$ cat src/rtl/pinchg_irq.sv
module pinchg_irq #(
  parameter int GROUPS = 4,
  parameter int GW     = 8,
  parameter int SYNC   = 2,
  parameter int AW     = 3
) (
  input  logic                 clk,
  input  logic                 rst_n,
  input  logic [GROUPS*GW-1:0] pin_i,
  input  logic                 cfg_we,
  input  logic [AW-1:0]        cfg_addr,
  input  logic [GW-1:0]        cfg_wdata,
  output logic [GW-1:0]        cfg_rdata,
  output logic [GROUPS-1:0]    grp_irq_o
);
  localparam int NP = GROUPS * GW;
  localparam logic [AW-1:0] EN_ADDR   = AW'(GROUPS);
  localparam logic [AW-1:0] FLAG_ADDR = AW'(GROUPS + 1);

  logic [SYNC-1:0][NP-1:0]   sync_q;
  logic [NP-1:0]             prev_q, chg;
  logic [GROUPS-1:0][GW-1:0] mask_q;
  logic [GROUPS-1:0]         en_q, flag_q, set_vec, clr_vec;

  always_ff @(posedge clk) begin
    if (!rst_n) begin
      sync_q <= '0;
      prev_q <= '0;
    end else begin
      sync_q[0] <= pin_i;
      for (int i = 1; i < SYNC; i++) sync_q[i] <= sync_q[i-1];
      prev_q <= sync_q[SYNC-1];
    end
  end

  assign chg = sync_q[SYNC-1] ^ prev_q;

  for (genvar g = 0; g < GROUPS; g++) begin : g_grp
    assign set_vec[g] = |(chg[g*GW +: GW] & mask_q[g]);

    always_ff @(posedge clk) begin
      if (!rst_n) mask_q[g] <= '0;
      else if (cfg_we && cfg_addr == AW'(g)) mask_q[g] <= cfg_wdata;
    end
  end

  assign clr_vec = (cfg_we && cfg_addr == FLAG_ADDR) ? cfg_wdata[GROUPS-1:0] : '0;

  always_ff @(posedge clk) begin
    if (!rst_n) begin
      en_q   <= '0;
      flag_q <= '0;
    end else begin
      if (cfg_we && cfg_addr == EN_ADDR) en_q <= cfg_wdata[GROUPS-1:0];
      flag_q <= (flag_q & ~clr_vec) | set_vec;
    end
  end

  assign grp_irq_o = flag_q & en_q;

  always_comb begin
    cfg_rdata = '0;
    for (int g = 0; g < GROUPS; g++)
      if (cfg_addr == AW'(g)) cfg_rdata = mask_q[g];
    if (cfg_addr == EN_ADDR)   cfg_rdata = GW'(en_q);
    if (cfg_addr == FLAG_ADDR) cfg_rdata = GW'(flag_q);
  end


  flag_sticky_chk: assert property (@(posedge clk) disable iff (!rst_n)
    1'b1 |=> ((flag_q & $past(flag_q & ~clr_vec)) == $past(flag_q & ~clr_vec)));


  set_wins_chk: assert property (@(posedge clk) disable iff (!rst_n)
    1'b1 |=> ((flag_q & $past(set_vec)) == $past(set_vec)));


  no_spurious_flag_chk: assert property (@(posedge clk) disable iff (!rst_n)
    1'b1 |=> ((flag_q & ~$past(flag_q) & ~$past(set_vec)) == '0));


  irq_needs_en_chk: assert property (@(posedge clk) disable iff (!rst_n)
    (grp_irq_o & ~en_q) == '0);


  mask_write_quiet_chk: assert property (@(posedge clk) disable iff (!rst_n)
    (chg == '0) |=> ((flag_q & ~$past(flag_q)) == '0));
endmodule

$ cat config.mk
export PLATFORM = sky130hd
export DESIGN_NAME = pinchg_irq
export DESIGN_NICKNAME = d
export VERILOG_FILES = /design/src/rtl/pinchg_irq.sv
export SDC_FILE = /design/constraint.sdc
export NUM_CORES = 1
export LEC_CHECK = 0
export BUFFER_PORTS_ARGS = -buffer_cell sky130_fd_sc_hd__buf_4
export CAP_MARGIN = 20
export CORE_MARGIN = 5
export CORE_UTILIZATION = 35
export CTS_CLUSTER_SIZE = 24
export DETAILED_ROUTE_END_ITERATION = 8
export GPL_TIMING_DRIVEN = 1
export SLEW_MARGIN = 20
export SYNTH_ARGS = -nofsm -noshare
export SYNTH_HDL_FRONTEND = slang
export SYNTH_SLANG_ARGS = --single-unit
$ cat constraint.sdc
create_clock -name clk -period 1.2 [get_ports clk]
set_input_delay 0.12 -clock clk [delete_from_list [all_inputs] [get_ports clk]]
set_output_delay 0.12 -clock clk [all_outputs]
set_load 0.005 [all_outputs]
; After elaboration in Yosys (flattened, before gate mapping)
; Cells that the tools add are included.
[totals]
reg_bits = 136
output_inout_bits = 12
wordCells = 41
[op_classes]
bitwise = 9
eq_ne = 5
muxes = 7
reduce_logical = 11
[ops]
columns = operator, n
row1 = $mux W8, 6
row2 = $and A8 B8 Y8, 4
row3 = $reduce_or A8 Y1, 4
row4 = $xor A32 B32 Y32, 1
row5 = $and A4 B4 Y4, 2
row6 = $eq A3 B2 Y1 const B, 2
row7 = $eq A3 B3 Y1 const B, 2
row8 = $logic_and A1 B1 Y1, 6
row9 = $mux W4, 1
row10 = $not A4 Y4, 1
row11 = $or A4 B4 Y4, 1
row12 = $eq A3 B1 Y1 const B, 1
row13 = $logic_not A3 Y1, 1

; Longest topological paths before layout
; Gate-level depths: netlist of the first run.
[logic_depth]
depth_word = 7
depth_mapped = 6
ltp_nobuf = 4

; Worst setup path before layout of the first run
; OpenSTA, ideal clock, no wires.
[synth_timing]
kind = input port to flip-flop
from = in cfg_addr[0]
to = reg en_q[0]
cell_stages = 5
n_path_buf = 2
setup_ns = 0.116
t_arrival_ns = 0.947
required_time_ns = 1.084
setup_slack_ns = 0.137
path_cell_list = buf_6 -> buf_12 -> nor3b_4 -> mux2i_1 -> nor2b_1
[synth_via]
elab_chain_cells = 2
[synth_rtl]
columns = item, line_no
row1 = start: declaration, 11  ; input logic [AW-1:0] cfg_addr,
row2 = $eq A3 B3 Y1, 54  ; if (cfg_we && cfg_addr == EN_ADDR) en_q <= cfg_wdata[GROUPS-1:0];
row3 = $logic_and A1 B1 Y1, 54
row4 = end signal: assignment, 54
row5 = end: declaration, 23  ; logic [GROUPS-1:0] en_q, flag_q, set_vec, clr_vec;
; Every way passes these cells.
; A chain may end at the register's enable or synchronous reset.

; Worst setup path after layout of the first run
[layout_timing]
from = reg mask_q[25] in the netlist's numbering
to = out cfg_rdata[1]
[layout_via]
elab_chain_cells = 3
[layout_rtl]
columns = item, line_no
row1 = start: declaration, 22  ; logic [GROUPS-1:0][GW-1:0] mask_q;
row2 = start signal: indexed assignment, 43  ; else if (cfg_we && cfg_addr == AW'(g)) mask_q[g] <= cfg_wdata;
row3 = $mux W8, 64  ; if (cfg_addr == AW'(g)) cfg_rdata = mask_q[g];
row4 = $mux W8, 65  ; if (cfg_addr == EN_ADDR) cfg_rdata = GW'(en_q);
row5 = $mux W8, 66  ; if (cfg_addr == FLAG_ADDR) cfg_rdata = GW'(flag_q);
row6 = end: declaration, 13  ; output logic [GW-1:0] cfg_rdata,
; Every way passes these cells.

==> results of run 1 <==
[critical path: stages, from the launching register on]
cell	delay, ns
dfxtp_2	0.33
mux4_2	0.48
inv_2	0.07
o22ai_2	0.06
buf_4	0.14
[worst paths after layout]
check                                    end    startpoint  depth (start not counted)
worst max-delay path            cfg_rdata[1]    mask_q[25]                          4
worst min-delay path              mask_q[20]  cfg_wdata[4]                          3
worst max register to register     flag_q[1]    prev_q[14]                          4
worst min register to register    sync_q[46]    sync_q[14]                          1
[Yosys cell counts]
cell and n:
dfxtp_1 136, o21a_1 4, inv_1 4, buf_4 1
buf_6 1, and3_1 1, and2_1 100, nand4_1 4
nor2_1 3, a21boi_0 34, nand2_2 1, xor2_1 32
nand2_1 66, nor2b_1 9, mux4_2 8, nand2b_2 1
mux2i_1 8, a21boi_1 2, buf_12 1, nand3_1 1
and2b_1 1, o22ai_1 4, clkbuf_1 14, nor3_4 2
nand3_2 1, nand2b_1 2, a22oi_1 16, buf_2 2
nor3b_4 1
[registers in the layout, summed over array words and instances (netlist names)]
signal / flops
en_q: 4
mask_q: 32
flag_q: 4
sync_q: 64
prev_q: 32
[timing repair]
item | CTS | global route
hold endpoints to repair | 43 | 0
hold buffers | 37 | 0
setup endpoints to repair | 9 | 11
pin swaps | 3 | 8
buffers inserted | 1 | 0
resized for setup | 20 | 19
cloned | 0 | 0
[power by group through the flow]
stage / logic, mW / clock network, mW / registers [mW]
final: 0.691 / 4.84 / 4.75
after detailed placement: 0.583 / 0 / 4.85
after global routing: 0.763 / 5.17 / 4.77
after CTS: 0.687 / 4.97 / 4.75
after floorplan: 0.317 / 0 / 4.83
after global placement: 0.570 / 0 / 4.85
[metal layers]
metal	vias to the layer above	track usage [%]
li1	1769	-
met1	1623	17.2
met2	95	23.6
met3	21	3.17
met4	0	7.37
met5	-	0
[through the flow]
step / power [mW] / cells / cell area [um2] / hold slack (ns)
2_1_floorplan: 5.14 / 460 / 4900 / 0.247
3_3_place_gp: 5.42 / 715 / 5750 / 0.329
3_5_place_dp: 5.43 / 715 / 5750 / 0.330
4_1_cts: 10.4 / 785 / 6740 / 0.00236
5_1_grt: 10.7 / 784 / 6790 / 0.0234
6_report: 10.3 / 784 / 6790 / 0.0211
[cell type report]
| class | instances | area (um2) | share of cell area, % |
|---|---|---|---|
| flip-flops and latches | 136 | 2750 | 40.5 |
| well taps | 180 | 225 | 3.32 |
| clock inverters | 13 | 123 | 1.81 |
| inverters | 4 | 15.0 | 0.221 |
| repair buffers | 131 | 1110 | 16.4 |
| clock buffers | 19 | 443 | 6.53 |
| multi-input cells | 301 | 2120 | 31.3 |
[cell families after synthesis]
group,after synthesis,share of synthesized area (%)
AND/OR/NAND/NOR,193,21.9
AO/OA/AOI/OAI,60,9.09
multiplexers,16,5.31
buffers and inverters,23,2.38
flip-flops,136,55.6
XOR/XNOR,32,5.72
==> key figures, run 1 <==
Floorplanning
  – # rows: 43
  – Die Span X: 128 um
  – Initial Utilization: ~35%
  – Full die area: 16500 um2
  – Chip Height: around 130 um
  – I/O Pins: between 50 and 60
  – Core ar.: around 14000 um2

Worst setup path
  – Worst setup EP type: output port
  – Reg2Reg Setup Slack: 0.01 ns
  – WP data required: 1.08 ns
  – Setup CP Type: reg -> out
  – CP Max Fanout: 2
  – Crit start category: flop
  – CP Data Arrival Time: 1.50 ns

Power
  – Power per cell area: roughly 1500 nW/um2
  – Sequential Power Share: a little under half
  – Internal Pwr Total: approximately 8 mW
  – Peak supply drop: 0.910 mV
  – Leakage power: around 2.9 nW
  – Clock share of power: between 40% and 50%
  – Net Sw Power: 2.28 mW
  – Switching Share: 22.2%
  – Logic gate share of total power: 6.7%

Timing
  – Slew Viols, Final: 0
  – Slew HR: 73.8%
  – Final Cycle Share: 135%
  – Post-route setup slack: -0.415 ns
  – Tmin final: 1.62 ns
  – Slew @ Worst Pin: 0.392 ns
  – TNS Setup: -3.10 ns
  – Final Skew: 0.00595 ns
  – Maximum clock rate: about 620 MHz
  – Final hold vios: 0
  – RSZ-0062 raised after global routing: yes
  – Endpoints failing setup: 8

Clock network
  – CTS buffer count: 17
  – TritonCTS clock tree: built
  – # clock sinks: 136
  – Maximum clock path buffer count: 2
  – Clk root buf: clkbuf_16
  – CTS clk-pin slew, worst paths: 0.06 ns
  – Htree depth: 4
  – Worst skew pair latency: 0.41 ns

Logic synthesis
  – Syn Inst Count: 460
  – Synthesized area per cell: 10.6 um2
  – Top cell type's share of synthesized area: 55.6%
  – Synth area leader: dfxtp_1
  – Ranking of synthesized cells by area: dfxtp_1 (56%), and2_1 (13%), xor2_1 (5.7%)
  – Number of library cell types mapped by synthesis: 29
  – Syn. warnings: 0
  – Seq/Total Area, Yosys: 55.6%
  – #FFs+latches synth: 136
  – Mapped Nets: between 500 and 600
  – Cell Area, Synth: 4900 um2

Routing
  – WL met2: roughly 5.3 mm
  – Highest metal used: met4
  – DR vias: between 3000 and 4000
  – DR WL met3: 525 um
  – Total wire length: 10.7 mm
  – Vias per cell: 4.47
  – WL/cell: 13.7 um
  – Drt first pass iters: 4
  – WL met1: ~4.6 mm
  – Iter 0 DRT Violations: 212
  – DRC violations left: 0
  – Post-DRT Antenna Nets: 0

Layout
  – Final core utilization: 49.1%
  – Synth-to-layout area growth: 38.5%
  – Share of cells above drive strength 1: 28.5%
  – Antenna Cells: 0
  – Fillcell total: 1244
  – Final #Nets: 637
  – Most common cell after layout, fill and taps aside: dfxtp_1
  – Most frequent cells in the layout: dfxtp_1 (117), and2_1 (100), buf_4 (89)

Place
  – Dpl ws: -0.0802 ns
  – DP HPWL: 7.64 mm
  – Port Buffer Count: 57
  – GPL Wtd Cong: 0.821

Global route
  – Largest net degree at the start of global routing: just under 60
  – First-pass GRT wire length: 18.4 mm
  – Gr usage total: 14.2%
  – Grt total ovfl: 0
  – Vias in the first global route: between 3000 and 4000
  – Initial antenna violation count: 0

Run status
  – Run status: finished, violations left
  – Violated checks: setup timing

Hold path
  – Worst hold path class: in -> reg

Flow run
  – MaxCap Viol Count: 0
No activity file was read; power rests on OpenSTA's default activity.
==> run 2, diff against run 1 <==
- CAP_MARGIN: 20 -> 0
- SETUP_SLACK_MARGIN: unset -> 0.02
==> key figures, run 2 (synthesis gave the netlist of run 1 again) <==
Layout
  – Synth-to-layout area growth: 38.6%
  – Share of cells above drive strength 1: 28.8%
  – Fillcell total: 1244
  – Max FFs per register: 64
  – Top Registers: sync_q: 64 flops, mask_q: 32 flops, prev_q: 32 flops
  – Most frequent cells in the layout: dfxtp_1 (115), and2_1 (100), buf_4 (89)
  – Final #Nets: 637
  – Most common cell after layout, fill and taps aside: dfxtp_1
  – Largest Register: sync_q
  – Antenna Cells: 0

Global route
  – Gr usage total: between 10% and 20%
  – Grt total ovfl: 0
  – Initial antenna violation count: 0
  – Largest net degree at the start of global routing: 59
  – Vias in the first global route: between 3000 and 4000
  – First-pass GRT wire length: roughly 18 mm

Hold path
  – Hold path cells: 3
  – Worst Hold Launch: cfg_wdata[4]
  – Hold Path End: mask_q[20]
  – Worst hold path class: in -> reg

Timing
  – Slew @ Worst Pin: 0.399 ns
  – RSZ-0062 raised after global routing: yes
  – TNS Setup: -3.09 ns
  – Post-route setup slack: -0.414 ns
  – Tmin final: 1.61 ns
  – Slew Viols, Final: 0
  – Slew HR: 73.3%
  – Final Skew: 0.00596 ns
  – Maximum clock rate: just over 600 MHz
  – Endpoints failing setup: 9
  – Final hold vios: 0
  – Final Cycle Share: 134%

Floorplanning
  – Initial Utilization: 35.4%
  – Die Span X: 128 um
  – # rows: 43
  – Core ar.: 13800 um2
  – Full die area: ~16000 um2
  – Chip Height: 128 um
  – I/O Pins: 58

Routing
  – Drt first pass iters: 5
  – Total wire length: 10.7 mm
  – DR vias: 3525
  – WL/cell: 13.6 um
  – DRC violations left: 0
  – Post-DRT Antenna Nets: 0
  – Vias per cell: 4.50
  – Iter 0 DRT Violations: 212

Place
  – Dpl ws: -0.0802 ns
  – DP HPWL: 7.64 mm
  – GPL Wtd Cong: 0.821
  – Port Buffer Count: 57

Clock network
  – CTS clk-pin slew, worst paths: around 0.06 ns
  – Worst skew pair latency: 0.41 ns
  – Clk root buf: clkbuf_16
  – # clock sinks: ~140
  – TritonCTS clock tree: built
  – Htree depth: 4
  – Maximum clock path buffer count: 2
  – CTS buffer count: 17

Worst setup path
  – R2r startpoint: prev_q[14]
  – Largest stage delay, worst path: 0.48 ns
  – Reg2Reg Setup Slack: 0 ns
  – FF-to-FF End: flag_q[1]
  – Crit start category: flop
  – CP Max Fanout: 2
  – WP data required: approximately 1.1 ns
  – Worst setup EP type: output port
  – CP Data Arrival Time: 1.49 ns
  – CP Cell Sequence: mux4_2, inv_2, o22ai_2, buf_4
  – Setup CP Type: reg -> out
  – R2r worst-path depth: 4
  – CP max stage cell: mux4_2

Flow run
  – MaxCap Viol Count: 0

Run status
  – Violated checks: setup timing
  – Run status: finished, violations left

Power
  – Power per cell area: 1510 nW/um2
  – Peak supply drop: 0.904 mV
  – Leakage power: ~2.9 nW
-- run 2: timing repair --
item	CTS	global route
setup buffers	1	0
setup endpoints to repair	10	13
gates resized for setup	20	21
endpoints found under the hold margin	43	0
hold buffers	37	0
pin swaps	3	10
-- run 2: worst max-delay path: cells and delay by family, from the launching register on --
| kind | cells | cell delay [ns] |
|---|---|---|
| AO/OA/AOI/OAI | 1 | 0.06 |
| multiplexers | 1 | 0.48 |
| flip-flops | 1 | 0.33 |
| buffers and inverters | 2 | 0.21 |
-- run 2: area by class of cell --
cell class	count	area, um2	area share (%)
repair buffers	131	1110	16.4
inverters	4	15.0	0.221
clock inverters	13	123	1.81
well taps	180	225	3.32
multi-input cells	301	2120	31.3
flip-flops and latches	136	2750	40.5
clock buffers	19	443	6.52
-- run 2: power breakdown --
group,leakage (nW),internal [mW],total [mW],switching (mW)
combinational,1.49,0.399,0.691,0.291
clock,0.266,2.92,4.84,1.92
sequential,1.12,4.68,4.75,0.0701
total,2.88,8.00,10.3,2.28
-- run 2: per-stage QoR --
stage	power (mW)	cells	instance area, um2	hold WS [ns]	util (%)
global placement	5.42	715	5750	0.329	41.6
global route	10.7	784	6790	0.0234	49.1
floorplan	5.14	460	4900	0.247	-
finish	10.3	784	6790	0.0224	49.1
detailed placement	5.43	715	5750	0.330	41.6
CTS	10.4	785	6740	0.00236	48.7
-- run 2: worst max-delay path by stage --
| stage | start | endpoint | slack, ns | cells past startpoint |
|---|---|---|---|---|
| 2_1_floorplan | cfg_addr[0] | en_q[0] | 0.14 | 5 |
| 3_3_place_gp | cfg_addr[0] | cfg_rdata[0] | -0.04 | 5 |
| 3_5_place_dp | cfg_addr[0] | cfg_rdata[7] | -0.08 | 4 |
| 4_1_cts | mask_q[25] | cfg_rdata[1] | -0.43 | 4 |
| 5_1_grt | mask_q[25] | cfg_rdata[1] | -0.46 | 4 |
| 6_report | mask_q[25] | cfg_rdata[1] | -0.41 | 4 |
-- run 2: layer usage --
metal  track usage [%]  share of wire (%)  vias up  wire length (um)
li1                  -                  -     1766                 -
met1              17.2                 43     1648              4560
met2              23.6                 49       94              5280
met3              3.17                4.9       17               529
met4              7.37                3.1        0               327
met5                 0                  0        -                 0
==> run 3, diff against run 2 <==
- SETUP_SLACK_MARGIN: 0.02 -> 0.15
==> key figures, run 3 (synthesis gave the netlist of run 1 again) <==
Clock network
  – Maximum clock path buffer count: 2
  – TritonCTS clock tree: built
  – Clk root buf: clkbuf_16
  – CTS buffer count: 17
  – Htree depth: 4
  – Worst skew pair latency: 0.41 ns
  – # clock sinks: about 140
  – CTS clk-pin slew, worst paths: approximately 0.060 ns

Routing
  – WL/cell: 13.7 um
  – Drt first pass iters: 4
  – Iter 0 DRT Violations: 230
  – Post-DRT Antenna Nets: 0
  – DR vias: 3584
  – Total wire length: 10.8 mm
  – Vias per cell: 4.53
  – DRC violations left: 0

Floorplanning
  – # rows: 43
  – Core ar.: 13800 um2
  – Die Span X: 128 um
  – Full die area: 16500 um2
  – Chip Height: 128 um
  – I/O Pins: 58
  – Initial Utilization: a little over a third

Worst setup path
  – CP delay by family, top: multiplexers
  – Critical Path Start: mask_q[24]
  – Setup CP Type: reg -> out
  – R2r startpoint: mask_q[28]
  – CP Max Fanout: 2
  – CP Capture Point: cfg_rdata[0]
  – R2r worst-path depth: 6
  – WP data required: ~1.1 ns
  – Largest stage delay, worst path: between 0.4 and 0.5 ns
  – CP Data Arrival Time: roughly 1.5 ns
  – Reg2Reg Setup Slack: -0.07 ns
  – Crit start category: flop
  – Worst path depth: 4
  – CP Cell Sequence: mux4_2, inv_2, o22ai_2, buf_4
  – Worst setup EP type: output port
  – Worst path bufs/invs: 2
  – CP max stage cell: mux4_2
  – FF-to-FF End: flag_q[3]

Power
  – Leakage power: slightly above 3 nW
  – Internal Pwr Total: 9.73 mW
  – Peak supply drop: 0.967 mV
  – Clock share of power: between 50% and 60%
  – Power per cell area: roughly 1700 nW/um2
  – Logic gate share of total power: 5.9%
  – Net Sw Power: around 2.2 mW
  – Sequential Power Share: 39.9%
  – Final total power: 11.9 mW
  – Switching Share: about 19%

Layout
  – Top Registers: sync_q: 64 flops, mask_q: 32 flops, prev_q: 32 flops
  – Max FFs per register: 64
  – Share of cells above drive strength 1: 31.8%
  – Antenna Cells: 0
  – Final #Nets: 645
  – Most common cell after layout, fill and taps aside: dfxtp_1
  – Synth-to-layout area growth: 44.6%
  – Cell area after layout: between 7000 and 8000 um2
  – Largest Register: sync_q
  – Most frequent cells in the layout: dfxtp_1 (105), and2_1 (96), buf_4 (90)
  – Final core utilization: 51.2%
  – Finished Layout Cells: 791

Timing
  – Post-route setup slack: -0.406 ns
  – TNS Setup: -3.21 ns
  – Maximum clock rate: 623 MHz
  – Slew @ Worst Pin: 0.364 ns
  – Final Skew: ~0.0066 ns
  – Final Cycle Share: 134%
  – Final hold vios: 0
  – Slew HR: 75.7%
  – RSZ-0062 raised after global routing: yes
  – Slew Viols, Final: 0
  – Tmin final: roughly 1.6 ns
  – Endpoints failing setup: 9
  – Worst hold slack: 0.0226 ns

Global route
  – First-pass GRT wire length: 18.0 mm
  – Largest net degree at the start of global routing: 44
  – Initial antenna violation count: 0
  – Grt total ovfl: 0
  – Vias in the first global route: 3676
  – Gr usage total: between 10% and 20%

Place
  – Dpl cells: 718
  – DP HPWL: 7.63 mm
  – GPL Wtd Cong: 0.839
  – Post-DP Area: 5790 um2
  – Port Buffer Count: 57
  – Dpl ws: -0.123 ns

Hold path
  – Worst Hold Launch: cfg_wdata[2]
  – Worst hold path class: in -> reg

Run status
  – Run status: finished, violations left
  – Violated checks: setup timing

Flow run
  – MaxCap Viol Count: 0
[run 3: power groups by stage]
stage	registers, mW	clock network, mW	logic (mW)
after global placement	4.85	0	0.582
after global routing	4.78	6.80	0.776
after CTS	4.76	6.59	0.703
after detailed placement	4.85	0	0.593
final	4.76	6.47	0.707
after floorplan	4.83	0	0.317
[run 3: worst min-delay path by stage]
| stage | to | cells after the start |
|---|---|---|
| 2_1_floorplan | sync_q[0] | 1 |
| 3_3_place_gp | sync_q[19] | 2 |
| 4_1_cts | mask_q[18] | 3 |
| 5_1_grt | mask_q[18] | 3 |
| 3_5_place_dp | sync_q[4] | 2 |
| 6_report | mask_q[10] | 3 |
[run 3: worst register-to-register path, delay by kind of cell (launching register included)]
kind                   cells  cell delay (ns)
AOI/OAI and AO/OA          2             0.36
buffers and inverters      3             0.33
DFF                        1             0.33
and+or+nand+nor            1             0.16
[run 3: timing repair]
| item | in CTS | in global routing |
|---|---|---|
| endpoints found under the hold margin | 47 | 0 |
| gates cloned | 0 | 0 |
| pin swaps | 15 | 6 |
| hold buffers | 37 | 0 |
| setup endpoints to repair | 16 | 16 |
| gates resized for setup | 45 | 12 |
| buffers inserted | 3 | 2 |
[run 3: area by class of cell]
class                   count  area (um2)
multi-input cells         301        2130
flip-flops and latches    136        2760
clock inverters            12         294
clock buffers              19         453
well taps                 180         225
inverters                   4        15.0
repair buffers            139        1210
fillers                  1211        6740
[run 3: metal layers]
metal	part of all wire (%)	track usage, %
met2	48	22.3
met4	3.9	8.80
met1	43	17.0
met5	0	0
met3	5.2	3.88
